**config.mk**
```make
export PLATFORM = sky130hd
export DESIGN_NAME = gap_deskew_fifo
export DESIGN_NICKNAME = d
export VERILOG_FILES = /design/src/rtl/gdf_pkg.sv /design/src/rtl/gdf_lane.sv /design/src/rtl/gdf_ctrl.sv /design/src/rtl/gap_deskew_fifo.sv
export SDC_FILE = /design/constraint.sdc
export NUM_CORES = 2
export LEC_CHECK = 0
export BUFFER_PORTS_ARGS = -buffer_cell sky130_fd_sc_hd__buf_2
export CAP_MARGIN = 20
export CORE_ASPECT_RATIO = 1.4
export CORE_UTILIZATION = 37
export CTS_BUF_LIST = sky130_fd_sc_hd__clkbuf_8
export CTS_CLUSTER_DIAMETER = 50
export DETAILED_ROUTE_END_ITERATION = 10
export RECOVER_POWER = 50
export SYNTH_ARGS = -nofsm -noshare
export SYNTH_HDL_FRONTEND = slang
export SYNTH_SLANG_ARGS = --single-unit
```
**constraint.sdc**
```tcl
create_clock -name clk -period 4.7 [get_ports clk]
set_input_delay 0.47 -clock clk [delete_from_list [all_inputs] [get_ports clk]]
set_output_delay 0.47 -clock clk [all_outputs]
set_load 0.02 [all_outputs]
```
**src/rtl/gdf_pkg.sv**
```systemverilog
// Shared defaults for the gap-synchronized de-skew FIFO.
package gdf_pkg;
    parameter int GDF_GROUPS = 4;
    parameter int GDF_GRP_W  = 16;
    parameter int GDF_DEPTH  = 32;
endpackage

```
**src/rtl/gdf_lane.sv**
```systemverilog
// One group's FIFO: stores strobed terms, owns the write pointer.
// Assumes the strobe is a one-cycle qualifier on clk and that the
// read pointer comes from the shared controller.
module gdf_lane #(
    parameter int GRP_W = 16,
    parameter int DEPTH = 32,
    parameter int PW    = $clog2(DEPTH) + 1
) (
    input  logic             clk,
    input  logic             rst_n,
    input  logic             stb,
    input  logic [GRP_W-1:0] din,
    input  logic [PW-1:0]    rptr,
    input  logic             realign,
    output logic [GRP_W-1:0] head,
    output logic [PW-1:0]    occ,
    output logic             ovf
);
    localparam int AW = PW - 1;

    logic [GRP_W-1:0] mem [DEPTH];
    logic [PW-1:0]    wptr;
    logic             full;
    logic             wr_ok;

    assign occ   = wptr - rptr;
    assign full  = (occ == PW'(DEPTH));
    assign wr_ok = stb && !full && !realign;
    assign ovf   = stb && full && !realign;
    assign head  = mem[rptr[AW-1:0]];

    // storage write, no reset needed for the array
    always_ff @(posedge clk) begin
        if (wr_ok) mem[wptr[AW-1:0]] <= din;
    end

    // write pointer: zero on reset or realign, step on accepted write
    always_ff @(posedge clk) begin
        if (!rst_n || realign) wptr <= '0;
        else if (wr_ok)        wptr <= wptr + 1'b1;
    end

    p_occ_bound_r2: assert property (@(posedge clk) disable iff (!rst_n)
        occ <= PW'(DEPTH));
    p_no_overflow_r2: assert property (@(posedge clk) disable iff (!rst_n)
        (stb && occ == PW'(DEPTH) && !realign) |=> (wptr == $past(wptr)));
    p_wptr_zero_r5: assert property (@(posedge clk) disable iff (!rst_n)
        realign |=> (wptr == '0));
endmodule

```
**src/rtl/gdf_ctrl.sv**
```systemverilog
// Shared read pointer, gap-entry check and sticky error flags.
// Assumes lane occupancies are computed against the rptr it drives.
module gdf_ctrl #(
    parameter int NG = 4,
    parameter int PW = 6
) (
    input  logic                 clk,
    input  logic                 rst_n,
    input  logic                 fw_tick,
    input  logic                 fw_gap,
    input  logic                 cfg_gap_clear,
    input  logic                 err_clr,
    input  logic [NG-1:0][PW-1:0] occ,
    input  logic [NG-1:0]        ovf_pulse,
    output logic [PW-1:0]        rptr,
    output logic                 realign,
    output logic                 rd_go,
    output logic [NG-1:0]        ovf_flag,
    output logic [NG-1:0]        udf_flag,
    output logic [NG-1:0]        mis_flag,
    output logic                 align_flag
);
    logic          last_gap;
    logic          gap_entry;
    logic [NG-1:0] nonempty;
    logic [NG-1:0] udf_set;
    logic [NG-1:0] mis_set;

    // per-group non-empty status (mismatch and readiness share it)
    always_comb begin
        for (int g = 0; g < NG; g++) nonempty[g] = (occ[g] != '0);
    end

    assign gap_entry = fw_tick && fw_gap && !last_gap;
    assign realign   = gap_entry && (cfg_gap_clear || (|nonempty));
    assign rd_go     = fw_tick && !fw_gap && (&nonempty);
    assign udf_set   = (fw_tick && !fw_gap) ? ~nonempty : '0;
    assign mis_set   = gap_entry ? nonempty : '0;

    // remember the gap level of the previous tick
    always_ff @(posedge clk) begin
        if (!rst_n)       last_gap <= 1'b0;
        else if (fw_tick) last_gap <= fw_gap;
    end

    // shared read pointer
    always_ff @(posedge clk) begin
        if (!rst_n || realign) rptr <= '0;
        else if (rd_go)        rptr <= rptr + 1'b1;
    end

    // sticky flags, a new set wins over a clear
    always_ff @(posedge clk) begin
        if (!rst_n) begin
            ovf_flag   <= '0;
            udf_flag   <= '0;
            mis_flag   <= '0;
            align_flag <= 1'b0;
        end else begin
            ovf_flag   <= (err_clr ? '0 : ovf_flag) | ovf_pulse;
            udf_flag   <= (err_clr ? '0 : udf_flag) | udf_set;
            mis_flag   <= (err_clr ? '0 : mis_flag) | mis_set;
            align_flag <= (err_clr ? 1'b0 : align_flag) | (|mis_set);
        end
    end

    p_rptr_zero_r5: assert property (@(posedge clk) disable iff (!rst_n)
        realign |=> (rptr == '0));
    p_udf_sticky_r8: assert property (@(posedge clk) disable iff (!rst_n)
        !err_clr |=> ((udf_flag & $past(udf_flag)) == $past(udf_flag)));
    p_gap_no_read_r3: assert property (@(posedge clk) disable iff (!rst_n)
        (fw_gap && !realign) |=> (rptr == $past(rptr)));
endmodule

```
**src/rtl/gap_deskew_fifo.sv**
```systemverilog
// Top: per-group lanes, shared controller, aligned word and test mux.
// Assumes all inputs are synchronous to clk.
module gap_deskew_fifo
    import gdf_pkg::*;
#(
    parameter int NUM_GRP = GDF_GROUPS,
    parameter int GRP_W   = GDF_GRP_W,
    parameter int DEPTH   = GDF_DEPTH
) (
    input  logic                     clk,
    input  logic                     rst_n,
    input  logic [NUM_GRP-1:0]       src_stb,
    input  logic [NUM_GRP*GRP_W-1:0] src_terms,
    input  logic                     fw_tick,
    input  logic                     fw_gap,
    input  logic                     cfg_gap_clear,
    input  logic                     test_sel,
    input  logic [NUM_GRP*GRP_W-1:0] test_pattern,
    input  logic                     err_clr,
    output logic [NUM_GRP*GRP_W-1:0] term_out,
    output logic [NUM_GRP-1:0]       ovf_flag,
    output logic [NUM_GRP-1:0]       udf_flag,
    output logic [NUM_GRP-1:0]       mis_flag,
    output logic                     align_flag
);
    localparam int PW = $clog2(DEPTH) + 1;
    localparam int TW = NUM_GRP * GRP_W;

    logic [NUM_GRP-1:0][PW-1:0]    occ;
    logic [NUM_GRP-1:0][GRP_W-1:0] head;
    logic [NUM_GRP-1:0]            ovf_pulse;
    logic [PW-1:0]                 rptr;
    logic                          realign;
    logic                          rd_go;
    logic [TW-1:0]                 fifo_q;

    for (genvar g = 0; g < NUM_GRP; g++) begin : g_lane
        gdf_lane #(.GRP_W(GRP_W), .DEPTH(DEPTH), .PW(PW)) u_lane (
            .clk     (clk),
            .rst_n   (rst_n),
            .stb     (src_stb[g]),
            .din     (src_terms[g*GRP_W +: GRP_W]),
            .rptr    (rptr),
            .realign (realign),
            .head    (head[g]),
            .occ     (occ[g]),
            .ovf     (ovf_pulse[g])
        );
    end

    gdf_ctrl #(.NG(NUM_GRP), .PW(PW)) u_ctrl (
        .clk           (clk),
        .rst_n         (rst_n),
        .fw_tick       (fw_tick),
        .fw_gap        (fw_gap),
        .cfg_gap_clear (cfg_gap_clear),
        .err_clr       (err_clr),
        .occ           (occ),
        .ovf_pulse     (ovf_pulse),
        .rptr          (rptr),
        .realign       (realign),
        .rd_go         (rd_go),
        .ovf_flag      (ovf_flag),
        .udf_flag      (udf_flag),
        .mis_flag      (mis_flag),
        .align_flag    (align_flag)
    );

    // aligned word: all group heads captured together on a read
    always_ff @(posedge clk) begin
        if (!rst_n)     fifo_q <= '0;
        else if (rd_go) fifo_q <= head;
    end

    assign term_out = test_sel ? test_pattern : fifo_q;

    p_hold_word_r3: assert property (@(posedge clk) disable iff (!rst_n)
        !rd_go |=> $stable(fifo_q));
endmodule

```
==> results.py <==
metrics = {
    "clock_network": {
        "clock_sinks": 2156,
        "clk_latency_ns": 0.95,
        "postCtsHoldBufs": 30,
        "post_cts_buffers": 0,
        "path_clk_slew_ns": 0.06,
        "root_buffer": "clkbuf_8",
        "h-tree-depth": 5,
        "cts_resized": 0,
        "cts_buffers": 325,
        "clockBufferDepth": 4,
        "tritoncts": "built",
    },
    "pwr": {
        "powerDensity_nw_per_um2": 385,
        "switching_share_pct": 21.3,
        "p_int_mw": 29.1,
        "max-vdd-ir-drop_mv": 0.209,
        "p_leak_nw": 30.3,
        "combPwrFrac_pct": 3.1,
        "clkPwrFrac_pct": 39.5,
        "p_sw_mw": 7.88,
        "pwr-share-seq_pct": 57.4,
    },
    "final_layout": {
        "utilization_pct": 42.6,
        "drive_above_1_share_pct": 33.2,
        "area_delta_synth_final_pct": 14.2,
        "stdcell_count": 7596,
        "layout.nets": 4508,
    },
    "setup_path": {
        "cpPeakStageDelay_ns": 0.55,
        "path_cells": "inv_8, ha_1, o21ai_0, a21oi_1, o32ai_1, a311oi_1, clkbuf_1, nand4_1, o21ai_4, buf_4, nand3_4, nor2_2, buf_4",
        "cp_data_required_time_ns": 5.30,
        "critPathLaunchType": "register",
        "reg2reg_slack_ns": 0.46,
        "arrival_ns": 4.84,
        "cp_num_cells": 13,
        "path_max_fanout": 37,
        "rr_worst_depth": 13,
        "cp_top_family": "compound AO/OA/AOI/OAI gates",
        "crit_buf_inv": 4,
        "crit_path_end_kind": "register",
        "timing.rr.end": "g_lane[2].u_lane.mem[16][5]",
        "crit_top_cell": "buf_4",
        "critPathKind": "reg2reg",
        "cp_slowest_cell": "o21ai_4",
        "r2r-start": "u_ctrl.rptr[3]",
    },
    "timing": {
        "setup_tns_ns": 0,
        "setup_viol": 0,
        "slew_viol_final": 618,
        "fin_crit_ns": 4.24,
        "clock-skew-final_ns": 0.0610,
        "relSlewSlack_pct": -61.6,
        "hold_viol": 0,
        "tightest_slew_ns": 2.42,
        "whs_ns": 0.182,
        "period_share_pct": 90.2,
        "rsz0062_at_grt": "no",
        "max_freq_ghz": 0.236,
    },
    "global_route": {
        "grt_max_degree": 140,
        "grt_pass1_wl_um": 280000,
        "antenna_found_initial": 8,
        "grt_pass1_vias": 41394,
        "grt.overflow.total": 0,
        "grtUsageTotal_pct": 16.5,
    },
    "synth": {
        "ys_seq_area_share_pct": 75.7,
        "synthAdderAreaFrac_pct": 0.551,
        "synth_top_family_by_area": "multiplexers",
        "syn_area_per_cell_um2": 22.2,
        "ys.warnings.count": 0,
        "synthMuxAreaShare_pct": 18.1,
        "synth_seq_cells": 2156,
        "synthCells": 3794,
        "ys_types": 44,
        "synthXorXnorAreaFrac_pct": 0.380,
        "syn_nets": 3970,
        "synth_compound_area_share_pct": 1.17,
        "netlist_area_um2": 84000,
        "synth_simple_gate_area_share_pct": 2.90,
    },
    "drt": {
        "postRouteAntennaNets": 0,
        "drcViolationCount": 0,
        "wirelength_um": 188000,
        "wl_per_cell_um": 24.8,
        "post_drt_via_cell_ratio": 5.14,
        "first_pass_iters": 5,
        "vias": 39074,
        "drtIter0Drc": 2856,
    },
    "floorplan": {
        "rows": 206,
        "fp.dieArea_um2": 229000,
        "die_x_um": 405,
        "die_h_um": 566,
        "coreArea_um2": 225000,
        "io_pins": 216,
        "initial_utilization_pct": 37.3,
    },
    "placed_design": {
        "port_buffers": 215,
        "dp.cells": 6991,
        "hpwl_um": 116000,
        "place.gp.congestion": 0.793,
    },
    "outcome": {
        "violations": "capacitance limit, slew limit",
        "status": "finished with violations",
    },
    "min_path": {
        "hold_depth": 2,
        "hp-start": "rst_n",
        "hp-class": "in2reg",
        "min_to": "fifo_q[47]",
    },
    "run": {
        "maxCapViolCount": 19,
    },
}
[final cells by class]
type	count	area (um2)
Clock inverter	230	1380
Timing Repair Buffer	421	2640
Tap cell	3016	3770
Sequential cell	2156	63700
Fill cell	19556	129000
Multi-Input combinational cell	1412	19700
Clock buffer	341	4690
Antenna cell	4	10.0
Inverter	16	70.1
[power by group through the flow]
stage	sequential, mW	clock [mW]	combinational [mW]
2_1_floorplan	21.6	0	0.551
3_3_place_gp	21.6	0	1.16
3_5_place_dp	21.6	0	1.19
4_1_cts	21.2	15.1	1.21
5_1_grt	21.2	15.8	1.27
6_report	21.2	14.6	1.16
[synth_stat cells, drive strengths merged]
library cell	instances	share of area, %
and3	4	0.030
xor2	20	0.24
mux2	64	0.86
nor2	172	0.77
a22oi	2	0.018
a21boi	2	0.018
nor3	2	0.012
ha	37	0.55
o32ai	4	0.042
or3	12	0.089
edfxtp	2048	73
nand3	93	0.70
dfxtp	108	2.6
a21oi	17	0.10
o211a	64	0.76
inv	15	0.067
a311oi	4	0.042
clkinv	1	0.0045
o21a	5	0.045
and4b	3	0.036
nand2b	10	0.074
nand4	12	0.089
nor2b	13	0.097
nor4	1	0.0074
or3b	5	0.052
o22ai	4	0.030
mux4	640	17
nand4b	3	0.031
and2	5	0.037
a21o	1	0.0089
o21ai	8	0.052
mux2i	8	0.095
xnor2	13	0.14
buf	85	0.53
nand2	163	0.73
clkbuf	125	0.56
o41ai	5	0.052
nand3b	16	0.14
[per-layer routing]
| layer | GRT usage, % | wire length, um | vias up |
|---|---|---|---|
| met5 | 0 | 26 | - |
| met4 | 4.11 | 3820 | 4 |
| met3 | 2.56 | 8370 | 264 |
| met2 | 28.8 | 98400 | 1004 |
| met1 | 21.3 | 77500 | 20792 |
| li1 | - | - | 17010 |
[how the worst max path moves through the flow]
stage | startpoint | end | slack (ns)
detailed placement | u_ctrl.rptr[3] | g_lane[2].u_lane.mem[16][15] | 0.58
global route | u_ctrl.rptr[3] | g_lane[2].u_lane.mem[22][0] | 0.15
CTS | u_ctrl.rptr[3] | g_lane[2].u_lane.mem[17][3] | 0.53
floorplan | u_ctrl.rptr[1] | g_lane[3].u_lane.mem[28][0] | 0.28
finish | u_ctrl.rptr[3] | g_lane[2].u_lane.mem[16][5] | 0.46
global placement | u_ctrl.rptr[3] | g_lane[2].u_lane.mem[17][15] | 0.63
[metrics by stage]
step | cell area, um2 | total power, mW | setup slack [ns]
CTS | 96200 | 37.5 | 0.533
global placement | 89800 | 22.8 | 0.628
global route | 96000 | 38.3 | 0.153
floorplan | 84000 | 22.2 | 0.277
finish | 96000 | 37.0 | 0.460
detailed placement | 89800 | 22.8 | 0.580
[cell families (layout without fill, tap and decap cells)]
logic type,Yosys count,in the layout
muxes,712,712
and+or+nand+nor,514,514
xor gates and xnor gates,33,33
AOI/OAI and AO/OA,116,116
buffers and inverters,226,1008
adders and majority gates,37,37
other,0,4
DFF,2156,2156
[state kept, by name, summed over array words and instances, names as in the netlist]
signal,count
fifo_q,64
u_ctrl.ovf_flag,4
u_ctrl.udf_flag,4
g_lane.u_lane.mem,2048
g_lane.u_lane.wptr,24
u_ctrl.align_flag,1
u_ctrl.rptr,6
u_ctrl.last_gap,1
u_ctrl.mis_flag,4
[worst reg2reg max path: stages, from the launching register on]
cell	delay, ns
dfxtp_1	0.43
inv_8	0.18
ha_1	0.41
o21ai_0	0.10
a21oi_1	0.20
o32ai_1	0.12
a311oi_1	0.24
clkbuf_1	0.23
nand4_1	0.20
o21ai_4	0.55
buf_4	0.30
nand3_4	0.19
nor2_2	0.50
buf_4	0.28
[layout by cell type, fill, tap and decap left out, drive strengths merged, types with 5 or more instances in the layout]
cell type,n
edfxtp,2048
mux4,640
clkbuf,487
buf,245
nor2,172
nand2,163
inv,115
clkinv,111
dfxtp,108
nand3,93
mux2,64
o211a,64
ha,37
dlygate4sd3,30
xor2,20
a21oi,17
nand3b,16
bufinv,15
nor2b,13
xnor2,13
or3,12
nand4,12
nand2b,10
mux2i,8
o21ai,8
o21a,5
or3b,5
o41ai,5
clkinvlp,5
and2,5
Note: power is estimated with default switching activity, not from simulation.
